## src/rtl/dmacl_pkg.sv

```systemverilog
`timescale 1ns/1ps
package dmacl_pkg;
  parameter int DMACL_HALF_W = 16;

  typedef enum logic {
    PAIR_STRAIGHT = 1'b0,
    PAIR_CROSSED  = 1'b1
  } pair_e;
endpackage

```

## src/rtl/dmacl_pair_sel.sv

```systemverilog
`timescale 1ns/1ps
module dmacl_pair_sel
  import dmacl_pkg::*;
#(
  parameter  int HALF_W = DMACL_HALF_W,
  localparam int WORD_W = 2 * HALF_W
) (
  input  logic              swap_i,
  input  logic [WORD_W-1:0] b_i,
  output logic [WORD_W-1:0] b_o
);
  pair_e mode;
  assign mode = pair_e'(swap_i);

  for (genvar h = 0; h < 2; h++) begin : g_half
    always_comb begin
      if (mode == PAIR_CROSSED) b_o[h*HALF_W +: HALF_W] = b_i[(1-h)*HALF_W +: HALF_W];
      else                      b_o[h*HALF_W +: HALF_W] = b_i[h*HALF_W +: HALF_W];
    end
  end
endmodule

```

## src/rtl/dmacl_mul_stage.sv

```systemverilog
`timescale 1ns/1ps
module dmacl_mul_stage
  import dmacl_pkg::*;
#(
  parameter  int HALF_W = DMACL_HALF_W,
  localparam int WORD_W = 2 * HALF_W,
  localparam int PROD_W = 2 * HALF_W,
  localparam int ACC_W  = 2 * WORD_W
) (
  input  logic                   clk_i,
  input  logic                   rst_ni,
  input  logic                   in_valid_i,
  output logic                   in_ready_o,
  input  logic [WORD_W-1:0]      a_i,
  input  logic [WORD_W-1:0]      b_i,
  input  logic [ACC_W-1:0]       acc_i,
  output logic                   out_valid_o,
  input  logic                   out_ready_i,
  output logic [1:0][PROD_W-1:0] prod_o,
  output logic [ACC_W-1:0]       acc_o
);
  localparam logic signed [PROD_W-1:0] PROD_MAX = $signed(PROD_W'(1) << (PROD_W - 2));
  localparam logic signed [PROD_W-1:0] PROD_MIN =
      -PROD_MAX + $signed(PROD_W'(1) << (HALF_W - 1));

  logic                   valid_q;
  logic                   load;
  logic [1:0][PROD_W-1:0] prod_d;
  logic [1:0][PROD_W-1:0] prod_q;
  logic [ACC_W-1:0]       acc_q;

  assign in_ready_o  = !valid_q || out_ready_i;
  assign load        = in_valid_i && in_ready_o;
  assign out_valid_o = valid_q;
  assign prod_o      = prod_q;
  assign acc_o       = acc_q;

  for (genvar g = 0; g < 2; g++) begin : g_lane
    logic signed [HALF_W-1:0] x, y;
    assign x = a_i[g*HALF_W +: HALF_W];
    assign y = b_i[g*HALF_W +: HALF_W];
    assign prod_d[g] = x * y;

    // full-width product range, (-2^15)^2 must survive as +2^30
    assert_prod_range_R6: assert property (@(posedge clk_i) disable iff (!rst_ni)
      valid_q |-> ($signed(prod_q[g]) <= PROD_MAX && $signed(prod_q[g]) >= PROD_MIN));
  end

  always_ff @(posedge clk_i or negedge rst_ni) begin
    if (!rst_ni)         valid_q <= 1'b0;
    else if (in_ready_o) valid_q <= in_valid_i;
  end

  always_ff @(posedge clk_i) begin
    if (load) begin
      prod_q <= prod_d;
      acc_q  <= acc_i;
    end
  end

  assert_issue_lands_R7: assert property (@(posedge clk_i) disable iff (!rst_ni)
    load |=> out_valid_o);
endmodule

```

## src/rtl/dmacl_acc_stage.sv

```systemverilog
`timescale 1ns/1ps
module dmacl_acc_stage
  import dmacl_pkg::*;
#(
  parameter  int HALF_W = DMACL_HALF_W,
  localparam int WORD_W = 2 * HALF_W,
  localparam int PROD_W = 2 * HALF_W,
  localparam int ACC_W  = 2 * WORD_W
) (
  input  logic                   clk_i,
  input  logic                   rst_ni,
  input  logic                   in_valid_i,
  output logic                   in_ready_o,
  input  logic [1:0][PROD_W-1:0] prod_i,
  input  logic [ACC_W-1:0]       acc_i,
  output logic                   out_valid_o,
  input  logic                   out_ready_i,
  output logic [ACC_W-1:0]       sum_o
);
  logic             valid_q;
  logic [ACC_W-1:0] sum_d;
  logic [ACC_W-1:0] sum_q;
  logic [1:0][ACC_W-1:0] prod_ext;

  assign in_ready_o  = !valid_q || out_ready_i;
  assign out_valid_o = valid_q;
  assign sum_o       = sum_q;

  for (genvar g = 0; g < 2; g++) begin : g_ext
    assign prod_ext[g] = ACC_W'($signed(prod_i[g]));
  end

  // three-way add, carries beyond ACC_W dropped: wraps mod 2^ACC_W
  assign sum_d = acc_i + prod_ext[0] + prod_ext[1];

  always_ff @(posedge clk_i or negedge rst_ni) begin
    if (!rst_ni)         valid_q <= 1'b0;
    else if (in_ready_o) valid_q <= in_valid_i;
  end

  always_ff @(posedge clk_i) begin
    if (in_valid_i && in_ready_o) sum_q <= sum_d;
  end

  assert_hold_stable_R9: assert property (@(posedge clk_i) disable iff (!rst_ni)
    (out_valid_o && !out_ready_i) |=> (out_valid_o && $stable(sum_o)));

  assert_result_sourced_R7: assert property (@(posedge clk_i) disable iff (!rst_ni)
    (!out_valid_o && in_valid_i) |=> out_valid_o);
endmodule

```

## src/rtl/dual_mac_long.sv

```systemverilog
`timescale 1ns/1ps
module dual_mac_long
  import dmacl_pkg::*;
#(
  parameter  int HALF_W = DMACL_HALF_W,
  localparam int WORD_W = 2 * HALF_W,
  localparam int PROD_W = 2 * HALF_W,
  localparam int ACC_W  = 2 * WORD_W
) (
  input  logic              clk_i,
  input  logic              rst_ni,
  input  logic              issue_valid_i,
  output logic              issue_ready_o,
  input  logic [WORD_W-1:0] src_a_i,
  input  logic [WORD_W-1:0] src_b_i,
  input  logic              swap_i,
  input  logic [WORD_W-1:0] acc_hi_i,
  input  logic [WORD_W-1:0] acc_lo_i,
  output logic              res_valid_o,
  input  logic              res_ready_i,
  output logic [WORD_W-1:0] res_hi_o,
  output logic [WORD_W-1:0] res_lo_o
);
  logic [WORD_W-1:0]      b_paired;
  logic                   s1_valid, s2_ready;
  logic [1:0][PROD_W-1:0] s1_prod;
  logic [ACC_W-1:0]       s1_acc;
  logic [ACC_W-1:0]       sum;

  dmacl_pair_sel #(.HALF_W(HALF_W)) u_pair (
    .swap_i (swap_i),
    .b_i    (src_b_i),
    .b_o    (b_paired)
  );

  dmacl_mul_stage #(.HALF_W(HALF_W)) u_mul (
    .clk_i       (clk_i),
    .rst_ni      (rst_ni),
    .in_valid_i  (issue_valid_i),
    .in_ready_o  (issue_ready_o),
    .a_i         (src_a_i),
    .b_i         (b_paired),
    .acc_i       ({acc_hi_i, acc_lo_i}),
    .out_valid_o (s1_valid),
    .out_ready_i (s2_ready),
    .prod_o      (s1_prod),
    .acc_o       (s1_acc)
  );

  dmacl_acc_stage #(.HALF_W(HALF_W)) u_acc (
    .clk_i       (clk_i),
    .rst_ni      (rst_ni),
    .in_valid_i  (s1_valid),
    .in_ready_o  (s2_ready),
    .prod_i      (s1_prod),
    .acc_i       (s1_acc),
    .out_valid_o (res_valid_o),
    .out_ready_i (res_ready_i),
    .sum_o       (sum)
  );

  assign res_hi_o = sum[ACC_W-1:WORD_W];
  assign res_lo_o = sum[WORD_W-1:0];

  assert_backpressure_R9: assert property (@(posedge clk_i) disable iff (!rst_ni)
    !issue_ready_o |-> (res_valid_o && !res_ready_i));

  assert_flow_R8: assert property (@(posedge clk_i) disable iff (!rst_ni)
    res_ready_i |-> issue_ready_o);
endmodule

```

## config.mk

```make
export PLATFORM = sky130hd
export DESIGN_NAME = dual_mac_long
export DESIGN_NICKNAME = d
export VERILOG_FILES = /design/src/rtl/dmacl_pkg.sv /design/src/rtl/dmacl_pair_sel.sv /design/src/rtl/dmacl_mul_stage.sv /design/src/rtl/dmacl_acc_stage.sv /design/src/rtl/dual_mac_long.sv
export SDC_FILE = /design/constraint.sdc
export NUM_CORES = 2
export LEC_CHECK = 0
export CAP_MARGIN = 20
export CORE_MARGIN = 1.5
export CORE_UTILIZATION = 62
export DETAILED_ROUTE_END_ITERATION = 6
export PLACE_DENSITY = 0.83
export SYNTH_ARGS = -nofsm -noshare
export SYNTH_HDL_FRONTEND = slang
export SYNTH_SLANG_ARGS = --single-unit
```

## constraint.sdc

```tcl
create_clock -name clk_i -period 5.2 [get_ports clk_i]
set_clock_uncertainty 0.1 [all_clocks]
set_input_delay 0.52 -clock clk_i [delete_from_list [all_inputs] [get_ports clk_i]]
set_output_delay 0.52 -clock clk_i [all_outputs]
set_load 0.01 [all_outputs]
```

## Word-level counts from Yosys, hierarchy flattened

Cells that the tools add are included.

| word-level totals | value |
|---|---|
| logic and storage cells | 18 |
| bits in registers | 194 |
| memories | 0 |
| latch bits | 0 |
| input port bits | 133 |
| output and inout bits | 66 |
| memory bits (read-only) | 0 |
| memory bits (writable) | 0 |

| cells by class | value |
|---|---|
| reductions and logical operators | 6 |
| mux-type cells | 2 |
| order comparisons | 0 |
| equal/unequal tests | 0 |
| divide/modulo/power cells | 0 |
| add/sub/neg operators | 2 |
| multipliers | 2 |
| shift operators | 0 |
| bitwise operators | 0 |

Operators by type and width:

| operator | number |
|---|---|
| $add A64 B64 Y64 | 2 |
| $mul A16 B16 Y32 | 2 |
| $mux W16 | 2 |
| $logic_and A1 B1 Y1 | 2 |
| $logic_not A1 Y1 | 2 |
| $logic_or A1 B1 Y1 | 2 |

## Logic depth before layout (Yosys ltp)

| depth | value |
|---|---|
| depth after elaboration | 4 |
| gate-level depth with buffers | 28 |
| mapped depth without buffers | 24 |

## Modules after synthesis

Synthesis repeated with hierarchy kept, for this count alone.

| second synthesis, totals | value |
|---|---|
| cells, all modules | 3023 |
| area total of the unflattened synthesis | 31027.3 µm² |

By module, submodules not included:

| module | cells an instance | area an instance (µm²) | times used | seq. area each (µm²) |
|---|---|---|---|---|
| dmacl_mul_stage | 2278 | 23443.7 | 1 | 3868.7 |
| dmacl_acc_stage | 709 | 7039.3 | 1 | 1946.9 |
| dmacl_pair_sel | 36 | 544.3 | 1 | 0.0 |

## Worst setup path before layout

No wires, ideal clock.

| path | value |
|---|---|
| path kind | input -> register |
| start point | in swap_i |
| end point | reg u_mul.prod_q (netlist bit u_mul.prod_o[62]) (data pin) |
| library setup time | 262 ps |
| path slack | -2369 ps |
| buffers on the path | 4 |
| stages | 27 |
| required time | 4838 ps |
| data arrival time | 7207 ps |
| cell sequence | clkbuf_1 clkbuf_1 mux2i_1 clkbuf_1 nor2b_1 fa_1 inv_1 fa_1 fa_1 inv_1 fa_1 fa_1 inv_1 fa_1 inv_1 ha_1 clkbuf_1 a21oi_1 o21ai_0 a22o_1 a31oi_1 o311ai_1 a21o_1 a221o_1 a21oi_1 o21ai_1 xor2_1 |

RTL lines:

| what | RTL line | source |
|---|---|---|
| start: declaration | dual_mac_long.sv:16 | `input logic swap_i,` |
| end signal: assignment | dmacl_mul_stage.sv:56 | `prod_q <= prod_d;` |
| end: declaration | dmacl_mul_stage.sv:29 | `logic [1:0][PROD_W-1:0] prod_q;` |

==> metrics list <==
- Required time at the endpoint of the critical path: 5.30 ns
* Routability Congestion: 0.991
- Based on the critical path, the design can be clocked at up to 0.150 GHz.
- Synth Area in Compound Gates: 7.32%
- Across the run, the number of max-cap violations was 0.
* Layout cell share with drive strength beyond 1: 20.4%
* R2R depth: 14
- H-tree lvl count: 4
* Kind of start point of the critical path: input port
- Number of antenna-violating nets in the routed design: 0
* Number of synthesized register bits: 194
- Endpoint of the lowest-slack register-to-register path: u_acc.sum_o[31]
* Minimum clock period after layout: 6.67 ns
- In this run, synthesis inferred 192 flip-flops with an integrated enable.
- IO buf count: 198
- Placed wire-length estimate: 67100 um
* Critical path start-end classification: input port to flip-flop
- Register area share after synthesis: 19.0%
- CTS tree: yes
- Arr. time, crit path: 6.78 ns
- In the post-synthesis netlist, the biggest area contributors are sky130_fd_sc_hd__fa_1 (39%), sky130_fd_sc_hd__edfxtp_1 (19%), sky130_fd_sc_hd__ha_1 (9.2%).
* Unrepaired setup endpoints after global routing: true
* Number of cell rows: 81
- The final reports fail on design-rule violations, negative setup slack.
- Measured against the total synthesized area, the mux share comes to 1.13%.
- Final std cell area, no fill: 38600 sq um
* Area growth from synthesis to layout: 26.4%
* CTS Root Cell: sky130_fd_sc_hd__clkbuf_16
- Final-report setup violation count: 45
- Counting distinct cell types in the post-synthesis netlist gives 67.
* Number of clock sinks: 194
- Maximum root-to-sink buffer count: 2
- Fill cells in the final layout number 2829.
* Asr flop ratio synth: 1.03%
- After global routing the overflow that remains totals 0.
- Xor and xnor fraction of the mapped netlist area: 3.67%
- Core outline area: 48800 sq um
- During synthesis, Yosys emitted a total of 0 warnings.
- Post-synthesis instance area: 30600 sq um
- Detailed-routing iteration count for the pre-antenna-repair pass: 7
* Gr usage total: 35.7%
* Outcome: finished, violations left
- Pin placement for this block handled 199 I/O pins.
- Summing the areas of all fa, ha and maj instances in the mapped netlist gives 47.7% of the synthesized area.
- The first routing iteration left 2229 violations.
- Nets in the synthesized netlist: 3900
- Minimum setup slack in the final design: -1.47 ns
- Of all nets on the critical path, the largest fanout is 8.
* Vias after detailed routing: 24156
- Skew-Pair Late Insertion Delay: 0.45 ns
- The final critical path takes up 128% of the cycle.
* Slew headroom: 34.3%
- Total Routed Length: 89700 um
- The number of antenna violations at the first check in global routing is 5.
* Worst-case register-to-register setup slack: 0.61 ns
- Combinational family with the most area after synthesis: adder cells
- Number of instances in the synthesized netlist: 2953
- Entering global routing, the biggest net connects 66 pins.
- The final number of hold-violating endpoints is 0.
* Worst setup path start: swap_i
- In this run the critical register-to-register path is launched from u_mul.prod_o[1].
* Endpoint type of the worst setup path: flip-flop
* Transition time at the pin with the least slew margin: 0.985 ns
- Average wire length per cell after detail routing: 21.4 um
* Count of final max-slew check failures: 0
* Global-route wire length before repair: 138000 um
- The net count of the finished layout is 4461.
- TritonCTS created 17 clock buffers.
* Critical path endpoint: u_mul.prod_o[63]
- In this run the cell area measured after placement is 36300 sq um.
- Area share of the leading cell type in the synthesized netlist: 38.5%
- Of all cell types, the one taking the most synthesized area is sky130_fd_sc_hd__fa_1.
- The tightest min-delay check is of the input port to async pin type.
- After clock tree synthesis, the clock-pin slew on the worst setup and hold paths is 0.08 ns.
- Simple-gate share of the synthesized area: 12.8%
* Average cell area after synthesis: 10.4 sq um
- The number of global-route vias before repair came to 26078.
- Sorting the synthesized cells by how often they occur yields sky130_fd_sc_hd__fa_1 (588), sky130_fd_sc_hd__inv_1 (588), sky130_fd_sc_hd__nand2_1 (267).
* Initial Util: 62.6%
- The die covers 50700 sq um.
- Vertical extent of the die: 225 um
- Vias per cell: 5.76
- In the routed design, unresolved DRC markers number 2.
- Die X-Extent: 225 um
- Most frequently used flop master after synthesis: sky130_fd_sc_hd__edfxtp_1
how the worst min path moves through the flow:
stage                           start                 to  slack (ns)  cells past startpoint
floorplan                      rst_ni  u_acc.out_valid_o        0.12                      0
global placement    u_mul.out_valid_o  u_acc.out_valid_o        0.36                      1
detailed placement  u_mul.out_valid_o  u_acc.out_valid_o        0.40                      1
CTS                            rst_ni  u_acc.out_valid_o        0.11                      1
global route                   rst_ni  u_acc.out_valid_o        0.12                      1
finish                         rst_ni  u_acc.out_valid_o        0.13                      1
metrics by stage:
step	setup TNS, ns	util, %	hold WS (ns)	instances	worst slack (ns)
floorplan	-40.77	-	0.124	2953	-1.54
global placement	-62.14	74.3	0.363	4088	-1.88
detailed placement	-69.79	74.3	0.396	4088	-2.12
CTS	-34.89	78.2	0.111	4173	-1.26
global route	-49.17	79.1	0.121	4191	-1.63
finish	-42.49	79.1	0.131	4193	-1.47
state kept, by name (all words and copies together) (netlist names):
signal             flops
u_acc.sum_o           64
u_mul.prod_o          64
u_mul.acc_o           64
u_mul.out_valid_o      1
u_acc.out_valid_o      1
critical path: stages:
cell                      delay (ns)
sky130_fd_sc_hd__buf_12         0.12
sky130_fd_sc_hd__buf_6          0.12
sky130_fd_sc_hd__buf_6          0.11
sky130_fd_sc_hd__mux2_4         0.32
sky130_fd_sc_hd__and2_4         0.15
sky130_fd_sc_hd__fa_2           0.61
sky130_fd_sc_hd__inv_2          0.05
sky130_fd_sc_hd__fa_1           0.53
sky130_fd_sc_hd__inv_2          0.04
sky130_fd_sc_hd__fa_1           0.50
sky130_fd_sc_hd__fa_1           0.44
sky130_fd_sc_hd__fa_1           0.54
sky130_fd_sc_hd__inv_2          0.05
sky130_fd_sc_hd__fa_1           0.51
sky130_fd_sc_hd__inv_2          0.05
sky130_fd_sc_hd__ha_4           0.25
sky130_fd_sc_hd__nand4_1        0.12
sky130_fd_sc_hd__buf_4          0.16
sky130_fd_sc_hd__nor2_4         0.04
sky130_fd_sc_hd__a31oi_2        0.24
sky130_fd_sc_hd__a21oi_2        0.12
sky130_fd_sc_hd__and4_4         0.18
sky130_fd_sc_hd__or4_4          0.50
sky130_fd_sc_hd__a31o_4         0.24
sky130_fd_sc_hd__a21oi_2        0.15
sky130_fd_sc_hd__xnor2_1        0.09
cell type report:
cell class	instances	area [sq um]	area share [%]
inverter	588	2210	5.71
clock buffer	18	429	1.11
multi-input combinational	2084	23500	60.9
clock inverter	14	170	0.440
tap	664	831	2.15
antenna	2	5.00	0.0130
timing repair buffer	629	5640	14.6
sequential	194	5820	15.1
cells by family (layout without fill, tap and decap cells):
group	count (synthesis)	in the layout
multiplexers	32	36
AO/OA/AOI/OAI	336	336
AND/OR/NAND/NOR	770	770
other	0	2
buffers and inverters	679	1249
adder cells (fa/ha/maj)	814	814
flip-flops	194	194
XOR/XNOR	128	128
layer usage:
layer  GRT usage, %  wire [um]
met1           43.7      32900
met2           61.8      44600
met3           7.54       7920
met4           14.2       4210
met5              0         39
cell usage in the layout, fill, tap and decap left out, types with 105 or more instances in the layout:
cell type	instances
sky130_fd_sc_hd__edfxtp_1	192
sky130_fd_sc_hd__clkdlybuf4s50_1	164
sky130_fd_sc_hd__nand2_1	258
sky130_fd_sc_hd__nor2b_1	144
sky130_fd_sc_hd__ha_1	199
sky130_fd_sc_hd__buf_4	380
sky130_fd_sc_hd__and2_1	105
sky130_fd_sc_hd__inv_1	564
sky130_fd_sc_hd__fa_1	566
repair_timing:
item / CTS / global route
setup buffers: 48 / 21
hold buffers: 0 / 0
cloned: 8 / 0
gates resized for setup: 209 / 74
endpoints found under the setup margin: 45 / 48
pin swaps: 100 / 57
Power is not shown: default switching activity piles up to over one toggle a cycle in this logic, so the estimate is an artifact.
